==> src/rtl/mesi_pkg.sv <==
package mesi_pkg;

    typedef enum logic [1:0] {
        ST_I = 2'b00,
        ST_S = 2'b01,
        ST_E = 2'b10,
        ST_M = 2'b11
    } line_st_t;

    typedef enum logic [1:0] {
        LOP_RD  = 2'd0,
        LOP_WR  = 2'd1,
        LOP_EV  = 2'd2,
        LOP_NOP = 2'd3
    } lop_t;

    typedef enum logic [1:0] {
        BC_RD   = 2'd0,
        BC_WR   = 2'd1,
        BC_UPG  = 2'd2,
        BC_NONE = 2'd3
    } bcmd_t;

    typedef enum logic {
        LF_IDLE = 1'b0,
        LF_WAIT = 1'b1
    } lfsm_t;

    typedef struct packed {
        logic     shared;
        logic     dirty;
        logic     wb;
        logic     err;
        logic     wr;
        line_st_t nxt;
    } snp_act_t;

endpackage

==> src/rtl/mesi_state_array.sv <==
module mesi_state_array
    import mesi_pkg::*;
#(
    parameter int NUM_LINES = 16,
    parameter int IDX_W     = $clog2(NUM_LINES)
) (
    input  logic             clk,
    input  logic             rst_n,
    input  logic [IDX_W-1:0] ra_idx,
    output line_st_t         ra_st,
    input  logic [IDX_W-1:0] rb_idx,
    output line_st_t         rb_st,
    input  logic             we,
    input  logic [IDX_W-1:0] w_idx,
    input  line_st_t         w_st
);

    line_st_t st_q [NUM_LINES];

    for (genvar g = 0; g < NUM_LINES; g++) begin : g_line
        always_ff @(posedge clk) begin
            if (!rst_n) begin
                st_q[g] <= ST_I;
            end else if (we && (w_idx == IDX_W'(g))) begin
                st_q[g] <= w_st;
            end
        end
    end

    always_comb begin
        ra_st = st_q[ra_idx];
        rb_st = st_q[rb_idx];
    end

endmodule

==> src/rtl/mesi_snoop_eval.sv <==
module mesi_snoop_eval
    import mesi_pkg::*;
(
    input  logic     vld,
    input  bcmd_t    cmd,
    input  line_st_t cur,
    output snp_act_t act
);

    always_comb begin
        act        = '0;
        act.nxt    = cur;
        if (vld && (cur != ST_I)) begin
            unique case (cmd)
                BC_RD: begin
                    unique case (cur)
                        ST_S: act.shared = 1'b1;
                        ST_E: begin
                            act.shared = 1'b1;
                            act.wr     = 1'b1;
                            act.nxt    = ST_S;
                        end
                        ST_M: begin
                            act.dirty  = 1'b1;
                            act.wb     = 1'b1;
                            act.wr     = 1'b1;
                            act.nxt    = ST_S;
                        end
                        default: ;
                    endcase
                end
                BC_WR: begin
                    act.wr  = 1'b1;
                    act.nxt = ST_I;
                    if (cur == ST_M) begin
                        act.dirty = 1'b1;
                        act.wb    = 1'b1;
                    end
                end
                BC_UPG: begin
                    if (cur == ST_S) begin
                        act.wr  = 1'b1;
                        act.nxt = ST_I;
                    end else begin
                        act.err = 1'b1;
                    end
                end
                BC_NONE: ;
            endcase
        end
    end

endmodule

==> src/rtl/mesi_local_fsm.sv <==
module mesi_local_fsm
    import mesi_pkg::*;
#(
    parameter int IDX_W = 4
) (
    input  logic             clk,
    input  logic             rst_n,
    input  logic             lcl_valid,
    input  lop_t             lcl_op,
    input  logic [IDX_W-1:0] lcl_idx,
    input  line_st_t         cur_st,
    input  logic             snp_valid,
    input  logic             bus_gnt,
    input  logic             bus_shared,
    output logic             lcl_done,
    output logic             bus_req,
    output bcmd_t            bus_cmd,
    output logic [IDX_W-1:0] bus_idx,
    output logic             wr,
    output line_st_t         wr_st,
    output logic             wb
);

    lfsm_t            fsm_q, fsm_d;
    bcmd_t            cmd_q, cmd_d;
    logic [IDX_W-1:0] idx_q;

    always_ff @(posedge clk) begin
        if (!rst_n) begin
            fsm_q <= LF_IDLE;
            cmd_q <= BC_NONE;
            idx_q <= '0;
        end else begin
            fsm_q <= fsm_d;
            cmd_q <= cmd_d;
            if (fsm_q == LF_IDLE && fsm_d == LF_WAIT) begin
                idx_q <= lcl_idx;
            end
        end
    end

    always_comb begin
        fsm_d    = fsm_q;
        cmd_d    = cmd_q;
        lcl_done = 1'b0;
        wr       = 1'b0;
        wr_st    = ST_I;
        wb       = 1'b0;
        unique case (fsm_q)
            LF_IDLE: begin
                if (lcl_valid && !snp_valid) begin
                    unique case (lcl_op)
                        LOP_RD: begin
                            if (cur_st == ST_I) begin
                                fsm_d = LF_WAIT;
                                cmd_d = BC_RD;
                            end else begin
                                lcl_done = 1'b1;
                            end
                        end
                        LOP_WR: begin
                            unique case (cur_st)
                                ST_I: begin
                                    fsm_d = LF_WAIT;
                                    cmd_d = BC_WR;
                                end
                                ST_S: begin
                                    fsm_d = LF_WAIT;
                                    cmd_d = BC_UPG;
                                end
                                ST_E: begin
                                    lcl_done = 1'b1;
                                    wr       = 1'b1;
                                    wr_st    = ST_M;
                                end
                                ST_M: lcl_done = 1'b1;
                            endcase
                        end
                        LOP_EV: begin
                            lcl_done = 1'b1;
                            if (cur_st != ST_I) begin
                                wr    = 1'b1;
                                wr_st = ST_I;
                                wb    = (cur_st == ST_M);
                            end
                        end
                        LOP_NOP: lcl_done = 1'b1;
                    endcase
                end
            end
            LF_WAIT: begin
                if (snp_valid) begin
                    fsm_d = LF_IDLE;
                end else if (bus_gnt) begin
                    lcl_done = 1'b1;
                    wr       = 1'b1;
                    fsm_d    = LF_IDLE;
                    if (cmd_q == BC_RD) begin
                        wr_st = bus_shared ? ST_S : ST_E;
                    end else begin
                        wr_st = ST_M;
                    end
                end
            end
        endcase
    end

    always_comb begin
        bus_req = (fsm_q == LF_WAIT);
        bus_cmd = cmd_q;
        bus_idx = idx_q;
    end

    // a request without grant is held unchanged
    a_r12_req_hold: assert property (@(posedge clk) disable iff (!rst_n)
        (bus_req && !bus_gnt && !snp_valid) |=> (bus_req && $stable(bus_cmd) && $stable(bus_idx)));

    // a snoop cycle never completes a local request
    a_r11_snoop_defers: assert property (@(posedge clk) disable iff (!rst_n)
        snp_valid |-> !lcl_done);

    // an unblocked grant completes the pending request and releases the bus
    a_r3_grant_done: assert property (@(posedge clk) disable iff (!rst_n)
        (bus_req && bus_gnt && !snp_valid) |-> (lcl_done ##1 !bus_req));

endmodule

==> src/rtl/mesi_line_ctrl.sv <==
module mesi_line_ctrl
    import mesi_pkg::*;
#(
    parameter int NUM_LINES = 16,
    localparam int IDX_W    = $clog2(NUM_LINES)
) (
    input  logic             clk,
    input  logic             rst_n,
    input  logic             lcl_valid,
    input  logic [1:0]       lcl_op,
    input  logic [IDX_W-1:0] lcl_idx,
    output logic             lcl_done,
    output logic             bus_req,
    output logic [1:0]       bus_cmd,
    output logic [IDX_W-1:0] bus_idx,
    input  logic             bus_gnt,
    input  logic             bus_shared,
    input  logic             snp_valid,
    input  logic [1:0]       snp_cmd,
    input  logic [IDX_W-1:0] snp_idx,
    output logic             snp_resp_shared,
    output logic             snp_resp_dirty,
    output logic             wb_pulse,
    output logic [IDX_W-1:0] wb_idx,
    output logic             err,
    output logic             upd_valid,
    output logic [IDX_W-1:0] upd_idx,
    output logic [1:0]       upd_state
);

    line_st_t         snp_cur, lcl_cur, w_st;
    snp_act_t         sact;
    logic             lf_wr, lf_wb, we;
    line_st_t         lf_wr_st;
    bcmd_t            lf_cmd;
    logic [IDX_W-1:0] w_idx;

    mesi_state_array #(.NUM_LINES(NUM_LINES), .IDX_W(IDX_W)) u_array (
        .clk    (clk),
        .rst_n  (rst_n),
        .ra_idx (snp_idx),
        .ra_st  (snp_cur),
        .rb_idx (lcl_idx),
        .rb_st  (lcl_cur),
        .we     (we),
        .w_idx  (w_idx),
        .w_st   (w_st)
    );

    mesi_snoop_eval u_snoop (
        .vld (snp_valid),
        .cmd (bcmd_t'(snp_cmd)),
        .cur (snp_cur),
        .act (sact)
    );

    mesi_local_fsm #(.IDX_W(IDX_W)) u_local (
        .clk        (clk),
        .rst_n      (rst_n),
        .lcl_valid  (lcl_valid),
        .lcl_op     (lop_t'(lcl_op)),
        .lcl_idx    (lcl_idx),
        .cur_st     (lcl_cur),
        .snp_valid  (snp_valid),
        .bus_gnt    (bus_gnt),
        .bus_shared (bus_shared),
        .lcl_done   (lcl_done),
        .bus_req    (bus_req),
        .bus_cmd    (lf_cmd),
        .bus_idx    (bus_idx),
        .wr         (lf_wr),
        .wr_st      (lf_wr_st),
        .wb         (lf_wb)
    );

    always_comb begin
        bus_cmd         = lf_cmd;
        we              = sact.wr | lf_wr;
        w_idx           = sact.wr ? snp_idx : lcl_idx;
        w_st            = sact.wr ? sact.nxt : lf_wr_st;
        snp_resp_shared = sact.shared;
        snp_resp_dirty  = sact.dirty;
        err             = sact.err;
        wb_pulse        = sact.wb | lf_wb;
        wb_idx          = sact.wb ? snp_idx : lcl_idx;
        upd_valid       = we;
        upd_idx         = w_idx;
        upd_state       = w_st;
    end

    // a dirty response always comes with a write-back of the snooped line
    a_r7_dirty_wb: assert property (@(posedge clk) disable iff (!rst_n)
        snp_resp_dirty |-> (wb_pulse && wb_idx == snp_idx));

    // an upgrade fault leaves every line untouched
    a_r9_err_no_update: assert property (@(posedge clk) disable iff (!rst_n)
        err |-> !upd_valid);

    // the two snoop responses are never given together
    a_r10_resp_excl: assert property (@(posedge clk) disable iff (!rst_n)
        !(snp_resp_shared && snp_resp_dirty));

    // local and snoop paths never both touch state in one cycle
    a_r11_single_writer: assert property (@(posedge clk) disable iff (!rst_n)
        snp_valid |-> !lcl_done);

endmodule

==> config.mk <==
export PLATFORM = sky130hd
export DESIGN_NAME = mesi_line_ctrl
export DESIGN_NICKNAME = d
export VERILOG_FILES = /design/src/rtl/mesi_pkg.sv /design/src/rtl/mesi_state_array.sv /design/src/rtl/mesi_snoop_eval.sv /design/src/rtl/mesi_local_fsm.sv /design/src/rtl/mesi_line_ctrl.sv
export SDC_FILE = /design/constraint.sdc
export NUM_CORES = 1
export LEC_CHECK = 0
export ABC_CLOCK_PERIOD_IN_PS = 3900
export CAP_MARGIN = 15
export CORE_MARGIN = 2
export CORE_UTILIZATION = 40
export DETAILED_ROUTE_END_ITERATION = 12
export GPL_TIMING_DRIVEN = 0
export PLACE_DENSITY_LB_ADDON = 0.1
export RECOVER_POWER = 50
export SYNTH_ARGS = -nofsm -noshare
export SYNTH_HDL_FRONTEND = slang
export SYNTH_HIERARCHICAL = 1
export SYNTH_SLANG_ARGS = --single-unit
==> constraint.sdc <==
create_clock -name clk -period 3.9 [get_ports clk]
set_clock_uncertainty 0.1 [all_clocks]
set_input_delay 0.975 -clock clk [delete_from_list [all_inputs] [get_ports clk]]
set_output_delay 0.975 -clock clk [all_outputs]
set_load 0.01 [all_outputs]
Yosys cells after proc, flatten, opt, wreduce, memory -nomap -nowiden
Memories as Yosys holds them, arrays and structs flattened.
Index checks and enable logic that the tools add are counted.
{ "totals": {"memories": 1, "ram_bits": 32, "in_bits": 18, "output_inout_bits": 23, "romBits": 0, "ff_bits": 7, "latch_bits": 0} }
{ "op_classes": {"n_mul": 0, "eq_ne": 28, "n_reduce_logical": 35, "shifts": 0, "magnitude_cmp": 0, "mux": 112, "div": 0, "add_sub_neg": 0, "bitwise_logic": 19} }
{ "memory_table": {"columns": ["memory", "depth", "word_bits", "rd", "rd_clocked_by_memory_dff", "wr", "line", "text"], "rows": [
  ["u_array.st_q", 16, 2, 2, 0, 16, "mesi_state_array.sv:18", "line_st_t st_q [NUM_LINES];"]
]} }
{ "op_table": {"columns": ["operator", "count"], "rows": [
  ["$mux W1", 70],
  ["$mux W2", 27],
  ["$eq A4 B4 Y1 const B", 8],
  ["$logic_and A1 B1 Y1", 19],
  ["$or A1 B1 Y1", 18],
  ["$eq A4 B3 Y1 const B", 4],
  ["$eq A2 B2 Y1 const B", 7],
  ["$pmux W2 S2", 3],
  ["$reduce_or A2 Y1", 6],
  ["$pmux W1 S2", 5],
  ["$pmux W3 S3", 1],
  ["$eq A2 B1 Y1 const B", 4],
  ["$eq A4 B2 Y1 const B", 2],
  ["$logic_not A2 Y1", 4],
  ["$mux W4", 2],
  ["$mux W7", 1],
  ["$mux W3", 2],
  ["$reduce_bool A2 Y1", 3],
  ["$reduce_and A5 Y1", 1],
  ["$eq A4 B1 Y1 const B", 1],
  ["$logic_not A4 Y1", 1],
  ["$ne A3 B1 Y1 const B", 1],
  ["$pmux W1 S3", 1],
  ["$ne A2 B1 Y1 const B", 1],
  ["other kinds (2)", 2]
]} }

Longest topological paths before layout
An unclocked memory read counts as a cell.
{ "logic_depth": {"depth_word": 13, "depth_mapped": 14, "ltp_nobuf": 12} }

Hierarchy
The synthesis kept the hierarchy.
{ "by_module_without_submodules": {"columns": ["mod", "seq_area_each_um2", "cells_per_inst", "area_each_um2", "n_inst"], "rows": [
  ["mesi_state_array", 960.9, 149, 1853.0, 1],
  ["mesi_local_fsm", 140.1, 59, 521.8, 1],
  ["mesi_snoop_eval", 0.0, 18, 166.4, 1],
  ["mesi_line_ctrl", 0.0, 13, 158.9, 1]
]} }

Worst setup path before layout
Ideal clock, no wire load.
{ "synth_timing": {"kind": "input port to flip-flop", "from": "in snp_idx[0]", "to": "mem u_array/st_q[0][0] in the netlist's numbering (enable)", "required_time_ns": 3.473, "setup_ns": 0.327, "n_path_buf": 3, "cell_stages": 13, "t_arrival_ns": 3.769, "path_slack_ns": -0.296, "cell_sequence": "buf_6 > mux4_1 > a22oi_1 > nand3_1 > inv_1 > ha_1 > nand2b_4 > a211oi_2 > buf_6 > mux2_4 > or2_2 > clkbuf_1 > o21ai_0"} }
{ "synth_lines": {"columns": ["element", "line", "text"], "rows": [
  ["start: declaration", "mesi_line_ctrl.sv:20", "input logic [IDX_W-1:0] snp_idx,"],
  ["end: declaration", "mesi_state_array.sv:18", null]
]} }

==> summary.txt <==
outcome - finished with violations
violations in the final reports - negative setup slack
CP Capture Type - output port
grt peak-use layer - met2
Reg clk slew, reported paths - 70 ps
initial antenna violation count - 0
peak supply drop - 0.000220 V
Unique masters post-synth - 43
ratio of cells with drive above 1 in the final layout - 0.498
met3 usage - 0.0298
worst-case reg-to-reg path depth - 16
max cap viols - 0
Starting Density - 0.420
Post-synth ARST share - 0
register area share after synthesis - 0.408
global-route wire length before repair - 11400 um
worst-margin pin slew - 888 ps
final setup fails - 58
GRT met2 Usage - 0.362
Mapped Cells - 239
Slew headroom - 0.408
fin util - 0.633
Worst Path Required - 2820 ps
DRT Pass-1 Iters - 4
CTS Root Cell - clkbuf_8
Pwr Density - 298 nW/um2
worst r2r src - u_array/st_q[1][1]
Hold Vio Cnt, Final - 0
CP arrival - 3220 ps
Yosys top cell by area - edfxtp_1
average cell area after synthesis - 11.3 um2
Worst R2R End - u_array/st_q[0][0]
core area - 6420 um2
RSZ-0062 raised after global routing - yes
Worst Hold Class - register to register
IO Pins - 41
crit path kind - input port to output port
Routed Antenna Nets - 0
Clock Latency Late Sink - 290 ps
R2R Setup Slk - 160 ps
largest net degree at the start of global routing - 13
CTS max path bufs - 2
YS warnings - 6
GRT overflow - 0
synthesized area - 2700 um2
area added between synthesis and finish - 50.5%
drt via density - 5.51
Port Buffers - 40
NumNets Final - 353
Sink Count - 39
Worst Hold Path Cells - 2
cts-stage hold buffer count - 0
top post-synthesis cells by area - edfxtp_1 (36%), mux4_1 (12%), dfxtp_1 (5.2%), nor2_1 (4.9%), ha_1 (4.2%)
Vias - 2226
CP Max Fanout - 5
number of global-route vias before repair - 2214
EDFF count, synth - 32
final-report max-slew violation count - 0
fmax - 0.233 GHz
Synth top area share - 0.356
DRT iter0 DRCs - 110
TNS Setup - -8610 ps
number of remaining DRC errors - 0
TritonCTS clock tree - yes
Die Y - 86.2 um
Max H-tree Level - 2
CTS Buf Count - 5
worst setup margin - -399 ps
Total Routing Usage GR - 0.203
Core Rows - 29
routability congestion estimate - 0.775
period utilisation layout - 1.10
Startpoint Class - input port
Static Leak - 1.62 nW
width of the chip - 86.2 um
final HPWL from detailed placement - 5190 um
minimum clock period - 4300 ps
die area - 7420 um2
GR Util met1 - 0.254
Top FF cell, synth - edfxtp_1
hold path startpoint - u_local/bus_idx[2]
WL/cell - 18.2 um
fill cell count - 528
#FFs+latches synth - 39
hold endpoint - u_local/bus_idx[2]
syn nets - 266
ANT cells - 0
final wirelength - 7360 um
cells by family after synthesis:
| logic type | after synthesis | share of synthesized area |
|---|---|---|
| AO/OA/AOI/OAI | 36 | 0.0867 |
| multiplexers | 31 | 0.221 |
| AND/OR/NAND/NOR | 103 | 0.204 |
| flip-flops | 39 | 0.408 |
| buffers and inverters | 21 | 0.0389 |
| adder cells (fa/ha/maj) | 9 | 0.0417 |
synthesized netlist by cell type, types with 2 or more instances:
master	n
mux4_2	4
nor4b_1	2
nor2_1	35
mux2_4	7
and3b_1	2
a22oi_1	4
dfxtp_1	7
mux4_1	12
or2_2	2
inv_1	7
nand3b_1	2
nand2_1	21
nand3_1	9
buf_6	3
nand2b_4	2
nor2b_1	7
ha_1	9
nand4_1	4
clkbuf_1	10
edfxtp_1	32
nand2b_1	6
nor3b_1	4
mux2_2	4
o21ai_0	22
mux2i_1	4
cells in the final DEF, fill, tap and decap left out, types with 3 or more instances in the layout:
master	instances
edfxtp_1	32
buf_4	31
nor2_1	26
buf_6	19
nand2_1	17
mux4_2	12
mux2_4	11
o21ai_2	11
clkbuf_8	9
clkdlybuf4s50_1	9
nor2_2	8
buf_2	7
dlygate4sd3_1	7
dfxtp_1	7
nand2b_4	5
inv_1	5
o21ai_0	5
clkbuf_1	4
a22oi_2	4
nand3_1	4
mux4_1	4
nor2b_1	4
o21ai_1	4
nand4_1	4
mux2i_1	4
ha_1	4
buf_8	3
nand2_2	3
nand3_4	3
o21ai_4	3
nor3b_1	3
ha_4	3
what timing repair did:
action | in CTS | in global routing
setup buffers | 29 | 14
gates cloned | 3 | 0
setup endpoints to repair | 80 | 80
resized for setup | 178 | 35
pin swaps | 20 | 9
critical path, stage by stage:
cell and delay (ps):
buf_12 100, mux4_2 510, a22oi_2 220, nand3_4 130, inv_2 110, ha_4 150
nand2b_4 60, a211oi_4 250, buf_6 170, buf_6 110, mux2_4 320, buf_6 130
final cells by class:
cell class              instances  area, um2  share of cell area
clock buffers                   6       72.6              0.0179
well taps                      77       96.3              0.0237
multi-input cells             179       1790               0.442
inverters                       7       28.8             0.00708
clock inverters                 2       60.1              0.0148
repair buffers                 82        761               0.187
flip-flops and latches         39       1100               0.271
plain buffers                  12        150              0.0369
layer usage:
layer  wire (um)  vias to the layer above
met1        3110                     1100
li1            -                     1070
met3         280                       10
met4         106                        0
met2        3870                       46
met5           0                        -
where the power goes:
part | total, mW | internal, mW | switching (mW)
clock network | 0.390 | 0.256 | 0.135
registers | 0.475 | 0.465 | 0.0106
logic | 0.346 | 0.187 | 0.159
total | 1.21 | 0.907 | 0.304
through the flow:
stage               power [mW]  cells  setup WS, ps  hold WS (ps)  instance area, um2
floorplan                0.628    239         -92.0           379                2780
global placement         0.714    356         -1400           348                3270
detailed placement       0.717    356         -1400           349                3270
CTS                       1.20    394          -395           369                3940
global route              1.26    404          -480           389                4060
finish                    1.21    404          -399           358                4060
sequential cells by signal, summed over array words and instances, names as in the netlist:
signal	count
u_array/st_q	32
u_local/bus_cmd	2
u_local/bus_req	1
u_local/bus_idx	4
worst max path at each step:
stage	start	end	cells past startpoint
5_1_grt	snp_idx[0]	upd_idx[1]	12
3_5_place_dp	snp_idx[1]	wb_idx[2]	11
4_1_cts	snp_idx[0]	upd_idx[0]	11
3_3_place_gp	snp_idx[1]	wb_idx[2]	11
2_1_floorplan	snp_idx[0]	upd_idx[0]	10
6_report	snp_idx[0]	upd_idx[0]	12
(Power assumes the default switching activity.)
